**src/rtl/uart_bank_pkg.sv**
```systemverilog
package uart_bank_pkg;
  localparam int DW      = 8;
  localparam int AW      = 3;
  localparam int NLOC    = 1 << AW;
  localparam int NBANK   = 6;

  typedef enum logic [2:0] {
    BK_NORMAL   = 3'd0,
    BK_DIVISOR  = 3'd1,
    BK_ENHANCED = 3'd2,
    BK_SPECIAL  = 3'd3,
    BK_XTRA1    = 3'd4,
    BK_XTRA2    = 3'd5
  } bank_e;

  // Bit i set: address i is a register of the bank.
  function automatic logic [NLOC-1:0] bank_map(input bank_e b);
    logic [NLOC-1:0] m;
    case (b)
      BK_NORMAL:   m = 8'hF7;
      BK_DIVISOR:  m = 8'h03;
      BK_ENHANCED: m = 8'hF3;
      BK_SPECIAL:  m = 8'h31;
      BK_XTRA1:    m = 8'h33;
      BK_XTRA2:    m = 8'hF2;
      default:     m = '0;
    endcase
    return m;
  endfunction
endpackage

```
**src/rtl/ubd_ctrl_regs.sv**
```systemverilog
module ubd_ctrl_regs
  import uart_bank_pkg::*;
#(
  parameter logic [AW-1:0] LCR_ADDR  = 3'd3,
  parameter logic [AW-1:0] EFCR_ADDR = 3'd2
) (
  input  logic          clk,
  input  logic          rst_n,
  input  logic [AW-1:0] addr,
  input  logic          wr_en,
  input  logic [DW-1:0] wdata,
  input  logic          efcr_vis,
  output logic [DW-1:0] lcr_q,
  output logic [DW-1:0] efcr_q
);
  logic          lcr_ld;
  logic          efcr_ld;
  logic [DW-1:0] lcr_d;
  logic [DW-1:0] efcr_d;

  always_comb begin
    lcr_ld  = wr_en && (addr == LCR_ADDR);
    efcr_ld = wr_en && (addr == EFCR_ADDR) && efcr_vis;
    lcr_d   = lcr_ld  ? wdata : lcr_q;
    efcr_d  = efcr_ld ? wdata : efcr_q;
  end

  always_ff @(posedge clk or negedge rst_n) begin
    if (!rst_n) begin
      lcr_q  <= '0;
      efcr_q <= '0;
    end else begin
      lcr_q  <= lcr_d;
      efcr_q <= efcr_d;
    end
  end

  AST_LCR_LOAD: assert property (@(posedge clk) disable iff (!rst_n)
    (wr_en && addr == LCR_ADDR) |=> (lcr_q == $past(wdata)));
  AST_EFCR_HIDDEN: assert property (@(posedge clk) disable iff (!rst_n)
    (wr_en && addr == EFCR_ADDR && !efcr_vis) |=> $stable(efcr_q));
endmodule

```
**src/rtl/ubd_bank_sel.sv**
```systemverilog
module ubd_bank_sel
  import uart_bank_pkg::*;
#(
  parameter logic [DW-1:0] MAGIC_LCR = 8'hBF
) (
  input  logic [DW-1:0]    lcr_q,
  input  logic [DW-1:0]    efcr_q,
  output bank_e            bank,
  output logic [NBANK-1:0] bank_oh
);
  always_comb begin
    if (lcr_q == MAGIC_LCR)        bank = BK_ENHANCED;
    else if (efcr_q[2:1] == 2'b01) bank = BK_XTRA1;
    else if (efcr_q[2:1] == 2'b10) bank = BK_XTRA2;
    else if (efcr_q[0])            bank = BK_SPECIAL;
    else if (lcr_q[DW-1])          bank = BK_DIVISOR;
    else                           bank = BK_NORMAL;
  end

  for (genvar k = 0; k < NBANK; k++) begin : g_oh
    assign bank_oh[k] = (bank == bank_e'(k));
  end
endmodule

```
**src/rtl/ubd_access_route.sv**
```systemverilog
module ubd_access_route
  import uart_bank_pkg::*;
#(
  parameter logic [AW-1:0] LCR_ADDR  = 3'd3,
  parameter logic [AW-1:0] EFCR_ADDR = 3'd2,
  parameter logic [DW-1:0] MAGIC_LCR = 8'hBF
) (
  input  logic                clk,
  input  logic                rst_n,
  input  logic [AW-1:0]       addr,
  input  logic                wr_en,
  input  logic                rd_en,
  input  bank_e               bank,
  input  logic [NBANK-1:0]    bank_oh,
  input  logic [DW-1:0]       lcr_q,
  input  logic [DW-1:0]       efcr_q,
  input  logic [NBANK*DW-1:0] bank_rdata,
  output logic [NBANK-1:0]    bank_we,
  output logic [DW-1:0]       rdata
);
  logic [NLOC-1:0] map_now;
  logic            mapped;
  logic            hit_lcr;
  logic            hit_efcr;
  logic [DW-1:0]   rd_mux;
  logic [DW-1:0]   rdata_d;

  always_comb begin
    map_now  = bank_map(bank);
    hit_lcr  = (addr == LCR_ADDR);
    hit_efcr = (addr == EFCR_ADDR) && (bank != BK_NORMAL);
    mapped   = map_now[addr] && !hit_lcr && !hit_efcr;
    rd_mux   = bank_rdata[bank*DW +: DW];
  end

  for (genvar k = 0; k < NBANK; k++) begin : g_we
    assign bank_we[k] = wr_en && mapped && bank_oh[k];
  end

  always_comb begin
    if (!rd_en)        rdata_d = rdata;
    else if (hit_lcr)  rdata_d = lcr_q;
    else if (hit_efcr) rdata_d = efcr_q;
    else if (mapped)   rdata_d = rd_mux;
    else               rdata_d = '0;
  end

  always_ff @(posedge clk or negedge rst_n) begin
    if (!rst_n) rdata <= '0;
    else        rdata <= rdata_d;
  end

  AST_WE_SINGLE: assert property (@(posedge clk) disable iff (!rst_n)
    $onehot0(bank_we));
  AST_WE_IDLE: assert property (@(posedge clk) disable iff (!rst_n)
    !wr_en |-> (bank_we == '0));
  AST_MAGIC_WINS: assert property (@(posedge clk) disable iff (!rst_n)
    (lcr_q == MAGIC_LCR) |-> (bank_oh[BK_ENHANCED] && $countones(bank_oh) == 1));
  AST_UNMAPPED_ZERO: assert property (@(posedge clk) disable iff (!rst_n)
    (rd_en && !mapped && !hit_lcr && !hit_efcr) |=> (rdata == '0));
  AST_RD_HOLD: assert property (@(posedge clk) disable iff (!rst_n)
    !rd_en |=> $stable(rdata));
endmodule

```
**src/rtl/uart_bank_decoder.sv**
```systemverilog
module uart_bank_decoder
  import uart_bank_pkg::*;
#(
  parameter logic [AW-1:0] LCR_ADDR  = 3'd3,
  parameter logic [AW-1:0] EFCR_ADDR = 3'd2,
  parameter logic [DW-1:0] MAGIC_LCR = 8'hBF
) (
  input  logic                clk,
  input  logic                rst_n,
  input  logic [AW-1:0]       addr,
  input  logic                wr_en,
  input  logic                rd_en,
  input  logic [DW-1:0]       wdata,
  input  logic [NBANK*DW-1:0] bank_rdata,
  output logic [DW-1:0]       rdata,
  output logic [NBANK-1:0]    bank_we,
  output logic [NBANK-1:0]    bank_active
);
  logic          rst_meta;
  logic          rst_sync_n;
  logic [DW-1:0] lcr_q;
  logic [DW-1:0] efcr_q;
  bank_e         bank;

  // Asynchronous assertion, release aligned to the clock.
  always_ff @(posedge clk or negedge rst_n) begin
    if (!rst_n) begin
      rst_meta   <= 1'b0;
      rst_sync_n <= 1'b0;
    end else begin
      rst_meta   <= 1'b1;
      rst_sync_n <= rst_meta;
    end
  end

  ubd_ctrl_regs #(.LCR_ADDR(LCR_ADDR), .EFCR_ADDR(EFCR_ADDR)) u_ctrl (
    .clk      (clk),
    .rst_n    (rst_sync_n),
    .addr     (addr),
    .wr_en    (wr_en),
    .wdata    (wdata),
    .efcr_vis (!bank_active[BK_NORMAL]),
    .lcr_q    (lcr_q),
    .efcr_q   (efcr_q)
  );

  ubd_bank_sel #(.MAGIC_LCR(MAGIC_LCR)) u_sel (
    .lcr_q   (lcr_q),
    .efcr_q  (efcr_q),
    .bank    (bank),
    .bank_oh (bank_active)
  );

  ubd_access_route #(.LCR_ADDR(LCR_ADDR), .EFCR_ADDR(EFCR_ADDR),
                     .MAGIC_LCR(MAGIC_LCR)) u_route (
    .clk        (clk),
    .rst_n      (rst_sync_n),
    .addr       (addr),
    .wr_en      (wr_en),
    .rd_en      (rd_en),
    .bank       (bank),
    .bank_oh    (bank_active),
    .lcr_q      (lcr_q),
    .efcr_q     (efcr_q),
    .bank_rdata (bank_rdata),
    .bank_we    (bank_we),
    .rdata      (rdata)
  );

  AST_BANK_ONEHOT: assert property (@(posedge clk) disable iff (!rst_sync_n)
    $countones(bank_active) == 1);
  AST_XTRA_OVER_SPECIAL: assert property (@(posedge clk) disable iff (!rst_sync_n)
    (lcr_q != MAGIC_LCR && efcr_q[2:1] == 2'b10) |-> bank_active[BK_XTRA2]);
endmodule

```
**config.mk**
```make
export PLATFORM = sky130hd
export DESIGN_NAME = uart_bank_decoder
export DESIGN_NICKNAME = d
export VERILOG_FILES = /design/src/rtl/uart_bank_pkg.sv /design/src/rtl/ubd_ctrl_regs.sv /design/src/rtl/ubd_bank_sel.sv /design/src/rtl/ubd_access_route.sv /design/src/rtl/uart_bank_decoder.sv
export SDC_FILE = /design/constraint.sdc
export NUM_CORES = 1
export LEC_CHECK = 0
export CORE_MARGIN = 3
export CORE_UTILIZATION = 34
export CTS_CLUSTER_DIAMETER = 120
export DETAILED_ROUTE_END_ITERATION = 16
export PLACE_DENSITY_LB_ADDON = 0.05
export SYNTH_ARGS = -nofsm -noshare
export SYNTH_HDL_FRONTEND = slang
export SYNTH_SLANG_ARGS = --single-unit
```
**constraint.sdc**
```tcl
create_clock -name clk -period 2.59 [get_ports clk]
set_clock_uncertainty 0.15 [all_clocks]
set_input_delay 0.518 -clock clk [delete_from_list [all_inputs] [get_ports clk]]
set_output_delay 0.518 -clock clk [all_outputs]
set_load 0.02 [all_outputs]
```
[Word-level counts from Yosys, hierarchy flattened]
Cells that the tools add are included.
Storage, ports and cells
  flip-flop bits (word level): 26
  latch bits: 0
  memory bits (writable): 0
  bits in read-only memories: 0
  output and inout bits: 20
  word-level logic and storage cells: 46
  memories: 0
Operators by class
  add/subtract/negate cells: 0
  multipliers: 0
  div/mod/pow operators: 0
  magnitude comparators: 1
  equal/unequal tests: 10
  shift-type cells: 1
  mux-type cells: 11
  bitwise operators: 0
  reductions and logical operators: 18
Operators with widths (number)
  $pmux 8 s6: 1
  $shiftx 48x7->8: 1
  $mux 8: 3
  $logic_and 1x1->1: 13
  $eq 3x2->1 const B: 4
  $mux 3: 4
  $eq 8x8->1 const B: 1
  $eq 3x3->1 const B: 2
  $lt 3x4->1 const B: 1
  $bmux 1 s3: 1
  $eq 3x1->1 const B: 1
  $logic_not 1->1: 3
  $logic_not 3->1: 1
  $reduce_bool 3->1: 1
  $eq 2x1->1 const B: 1
  $eq 2x2->1 const B: 1
  $mux 1: 2

[Longest topological paths before layout]
  depth in word-level cells: 14
  mapped depth: 9
  mapped depth without buffers: 7

[Modules after synthesis]
Synthesis repeated with hierarchy kept, for this count alone.
Unflattened totals
  cells, all modules: 156
  area total of the unflattened synthesis: 1764.2 µm²
Modules (own cells, without submodules)
  ubd_access_route: times used 1, cells each 96, area an instance 952.2 µm², seq. area each 200.2 µm²
  ubd_ctrl_regs: times used 1, cells each 35, area an instance 616.8 µm², seq. area each 400.4 µm²
  ubd_bank_sel: times used 1, cells each 21, area an instance 137.6 µm², seq. area each 0.0 µm²
  uart_bank_decoder: times used 1, cells each 4, area an instance 57.6 µm², seq. area each 50.0 µm²

[Worst setup path before layout]
OpenSTA, ideal clock, no wires.
  path type: register to output
  start: reg u_ctrl.efcr_q[1]
  end: out bank_we[4]
  data arrival time: 2081 ps
  data required time: 1922 ps
  slack: -159 ps
  cell stages (with the launch flop): 9
  path buffers: 1
  cell sequence: dfrtp_1 > inv_1 > ha_1 > nor3_4 > o221ai_2 > o311ai_4 > nand3_2 > buf_6 > nor4_2
Between the ends
  longest elaborated chain between the ends: 12
RTL lines
  from (decl): RTL line ubd_ctrl_regs.sv:14  | output logic [DW-1:0] efcr_q
  from (signal assigned): RTL line ubd_ctrl_regs.sv:34  | efcr_q <= efcr_d;
  $eq 2x2->1: RTL line ubd_bank_sel.sv:14  | else if (efcr_q[2:1] == 2'b10) bank = BK_XTRA2;
  $mux 3: RTL line ubd_bank_sel.sv:14
  $mux 3 (*): RTL line ubd_bank_sel.sv:13  | else if (efcr_q[2:1] == 2'b01) bank = BK_XTRA1;
  $mux 3 (*): RTL line ubd_bank_sel.sv:12  | if (lcr_q == MAGIC_LCR) bank = BK_ENHANCED;
  $eq 3x3->1 (tied with other cells): RTL line uart_bank_pkg.sv:19  | case (b)
  $pmux 8 s6: RTL line uart_bank_pkg.sv:19
  $bmux 1 s3: RTL line ubd_access_route.sv:32  | mapped = map_now[addr] && !hit_lcr && !hit_efcr;
  $mux 1 (not written as such): RTL line ubd_access_route.sv:32
  $logic_and 1x1->1 (2 in a row): RTL line ubd_access_route.sv:32
  $logic_and 1x1->1: RTL line ubd_access_route.sv:37  | assign bank_we[k] = wr_en && mapped && bank_oh[k];
  $logic_and 1x1->1 (*): RTL line ubd_access_route.sv:37
  to (decl): RTL line uart_bank_decoder.sv:16  | output logic [NBANK-1:0] bank_we,
Mark *: on every way between the ends. The rest lies on a longest branch, timed or not. The select of a mux whose other input is x is not followed.

[Worst setup path after layout]
  start: reg u_ctrl.efcr_q[1]
  end: out bank_we[5]
Between the ends
  longest elaborated chain between the ends: 12
RTL lines (RTL line)
  $eq 2x2->1: ubd_bank_sel.sv:14
  $mux 3: ubd_bank_sel.sv:14
  $mux 3 (*): ubd_bank_sel.sv:13
  $mux 3 (*): ubd_bank_sel.sv:12
  $eq 3x3->1 (tied with other cells): uart_bank_pkg.sv:19, ubd_bank_sel.sv:21
  $pmux 8 s6: uart_bank_pkg.sv:19
  $bmux 1 s3: ubd_access_route.sv:32
  $mux 1 (not written as such): ubd_access_route.sv:32
  $logic_and 1x1->1 (2 in a row): ubd_access_route.sv:32
  $logic_and 1x1->1: ubd_access_route.sv:37
  $logic_and 1x1->1 (*): ubd_access_route.sv:37
Marks and branches as above.

==> metrics.md <==
| Metric | Value |
|---|---|
| # rows | `27` |
| Drt drc | `0` |
| Final wirelength | `7089 um` |
| Vias in the first global route | `2,329` |
| P per Cell Area | `1126 nW/um^2` |
| VDD IR-drop max | `0.5851 mV` |
| Min cycle time layout | `2.875 ns` |
| Reg2reg start | `u_ctrl.efcr_q[0]$_DFFE_PN0P_` |
| Worst Path Required | `1.92 ns` |
| Crit path max fanout | `6` |
| Worst setup path endpoint | `bank_we[5]` |
| Wire length per cell | `17.12 um` |
| First-pass GRT wire length | `11,900 um` |
| Max-slew violations | `0` |
| Setup Crit Path Kind | `reg2out` |
| Top_reg_cell synth | `dfrtp_1` |
| Layout cells sized above 1 | `32.75%` |
| Slew @ Worst Pin | `0.9417 ns` |
| Fmax | `347.8 MHz` |
| Largest cells by area after synthesis | `dfrtp_1 32%, mux2_2 9.4%, o21ai_0 4.4%, a2111oi_0 3.0%, o22a_1 3.0%` |
| CP arrival | `2.21 ns` |
| Status | `finished with violations` |
| Initial drt markers | `149` |
| Fin Setup TNS | `-1.737 ns` |
| Post-synth cell types | `53` |
| Clk pin slew, worst setup/hold paths | `0.09 ns` |
| Synth top area share | `32.08%` |
| Area added between synthesis and finish | `68.04%` |
| DIE HEIGHT | `83.24 um` |
| Crit. End Element | `output port` |
| Final setup margin | `-0.2854 ns` |
| Die Width | `83.24 um` |
| Final std cells w/o fill | `414` |
| Count leader, synth | `dfrtp_1` |
| Die footprint | `6928 um^2` |
| Yosys Warn Count | `0` |
| Max cap viols | `0` |
| Synthesized area | `2028 um^2` |
| Routed Antenna Nets | `0` |
| GR Util All Layers | `20.94%` |
| Filler Cell Count | `474` |
| CTS tree | `done` |
| Top cells by count, synth | `26 x dfrtp_1, 18 x o21ai_0, 17 x mux2_2` |
| Power, Total | `0.003837 W` |
| Design Area, Final | `3408 um^2` |
| Largest net degree at the start of global routing | `25` |
| Via/cell ratio | `5.372` |
| Placed cell area | `3279 um^2` |
| Max Buffers Root-to-Sink | `2` |
| Top Ports | `83` |
| Clk root buf | `clkbuf_8` |
| Synth async-reset ratio | `100.0%` |
| Register bit total from synthesis | `26` |
| Post-Syn Area per Cell | `9.433 um^2` |
| FF-to-FF End | `u_route.rdata[6]$_DFFE_PN0P_` |
| PortBufs | `82` |
| GPL Wtd Cong | `0.8561` |
| Worst-Skew Late Latency | `0.28 ns` |
| Core area | `5642 um^2` |
| H-tree levels | `1` |
| Worst R2R Setup Slack | `0.09 ns` |
| R2R depth | `9` |
| Initial Util | `35.95%` |
| GRT Residual Overflow | `0` |
| Cts hold-fix bufs | `0` |
| Post-Place Cells | `404` |
| Final hold vios | `0` |
| RSZ-0062 raised after global routing | `yes` |
| Period utilization | `111.0%` |
| Via Count | `2,224` |
| Final nets | `408` |
| Setup-failing EPs final | `8` |
| Initial antenna violation count | `0` |
| First-pass DRT Iterations | `4` |
| Leakage | `1.429 nW` |
| Rel. slew slack | `37.22%` |
| Detail Placement HPWL | `5875 um` |
| Crit. Startpoint | `u_ctrl.efcr_q[1]$_DFFE_PN0P_` |
| Post-synth EDFFs | `0` |
| Clock sinks | `26` |
| CP startpoint kind | `register` |
| ANT cells | `0` |
| Cells after Synth | `215` |
| Syn nets | `280` |
| Area leader, netlist | `dfrtp_1` |
| Number of CTS-inserted buffers | `3` |
| HP Class | `reg2reg` |
| Failing checks | `negative setup slack` |
| Sequential share of the synthesized area | `32.08%` |
==> power by group <==
group	switching (W)	internal [W]
registers	0.000122	0.000565
logic	0.00136	0.00145
clock network	0.000131	0.000207
total	0.00162	0.00222
==> stage by stage <==
step	worst slack [ns]	util [%]	hold slack, ns
after floorplan	-0.01388	-	0.07241
after global placement	-0.6887	58.13	0.1851
after detailed placement	-0.7267	58.13	0.1972
after CTS	-0.3039	60.12	0.2187
after global routing	-0.4193	60.41	0.2329
final	-0.2854	60.41	0.2156
==> cell type report <==
class | count | area, um^2 | area share (%)
well taps | 72 | 90.09 | 2.643
multi-input cells | 165 | 1328 | 38.95
clock inverters | 1 | 30.03 | 0.8811
clock buffers | 3 | 41.29 | 1.211
flip-flops and latches | 26 | 653.1 | 19.16
inverters | 10 | 37.54 | 1.101
repair buffers | 137 | 1229 | 36.05
==> state kept, by name (all words and copies together) (netlist names) <==
register and count:
u_ctrl.efcr_q 8, u_ctrl.lcr_q 8, rst_meta 1, u_route.rdata 8
rst_sync_n 1
==> logic make-up (layout without fill, tap and decap cells) <==
logic type	Yosys count	count (layout)	synth area share, %
AOI/OAI and AO/OA	80	80	28.75
adders and majority gates	2	2	1.234
buffers and inverters	24	151	5.428
DFF	26	26	32.08
muxes	18	18	9.932
other	1	1	0.1849
and+or+nand+nor	64	64	22.39
==> worst max-delay path: stages (launching register included) <==
cell and delay, ns:
dfrtp_1 0.42, inv_2 0.06, ha_4 0.19, nor3_4 0.14, o221ai_2 0.15, o311ai_4 0.26, nand3_2 0.15, buf_12 0.15
nor4_4 0.23, buf_4 0.18
==> worst min-delay path by stage <==
stage                       startpoint              endpoint  cells past startpoint
CTS                 rst_meta$_DFF_PN0_  rst_sync_n$_DFF_PN0_                      0
global route        rst_meta$_DFF_PN0_  rst_sync_n$_DFF_PN0_                      0
floorplan                        rst_n    rst_meta$_DFF_PN0_                      0
global placement    rst_meta$_DFF_PN0_  rst_sync_n$_DFF_PN0_                      0
finish              rst_meta$_DFF_PN0_  rst_sync_n$_DFF_PN0_                      0
detailed placement  rst_meta$_DFF_PN0_  rst_sync_n$_DFF_PN0_                      0
==> placed cells by master (no fill, tap or decap), drive strengths merged, types with 2 or more instances in the layout <==
master / synthesis / layout
nor2b: 7 / 7
nand2: 4 / 4
dlygate4sd2: 0 / 2
o22ai: 2 / 2
nor2: 5 / 5
clkbuf: 4 / 4
o22a: 7 / 7
or3: 3 / 3
nand3: 2 / 2
ha: 2 / 2
o21ai: 23 / 23
a211oi: 7 / 7
o31ai: 7 / 7
a21oi: 9 / 9
clkdlybuf4s50: 0 / 69
buf: 10 / 65
a221o: 2 / 2
dfrtp: 26 / 26
nor4: 2 / 2
nor3b: 2 / 2
nand3b: 8 / 8
mux2: 17 / 17
o32ai: 7 / 7
nand2b: 5 / 5
nor3: 6 / 6
and2: 8 / 8
a2111oi: 7 / 7
and3: 7 / 7
inv: 10 / 10
==> what timing repair did <==
item / in CTS / in global routing
pin swaps: 4 / 1
gates resized for setup: 58 / 7
endpoints found under the setup margin: 12 / 13
gates cloned: 0 / 0
setup buffers: 5 / 2
==> metal layers <==
| metal | vias to the layer above | track usage [%] | routed length [um] |
|---|---|---|---|
| li1 | 1088 | - | - |
| met1 | 1052 | 29.41 | 3235 |
| met2 | 73 | 33.53 | 3375 |
| met3 | 11 | 4.167 | 371 |
| met4 | 0 | 3.715 | 106 |
| met5 | - | 0 | 0 |
Power figures use the tool's default switching activity.
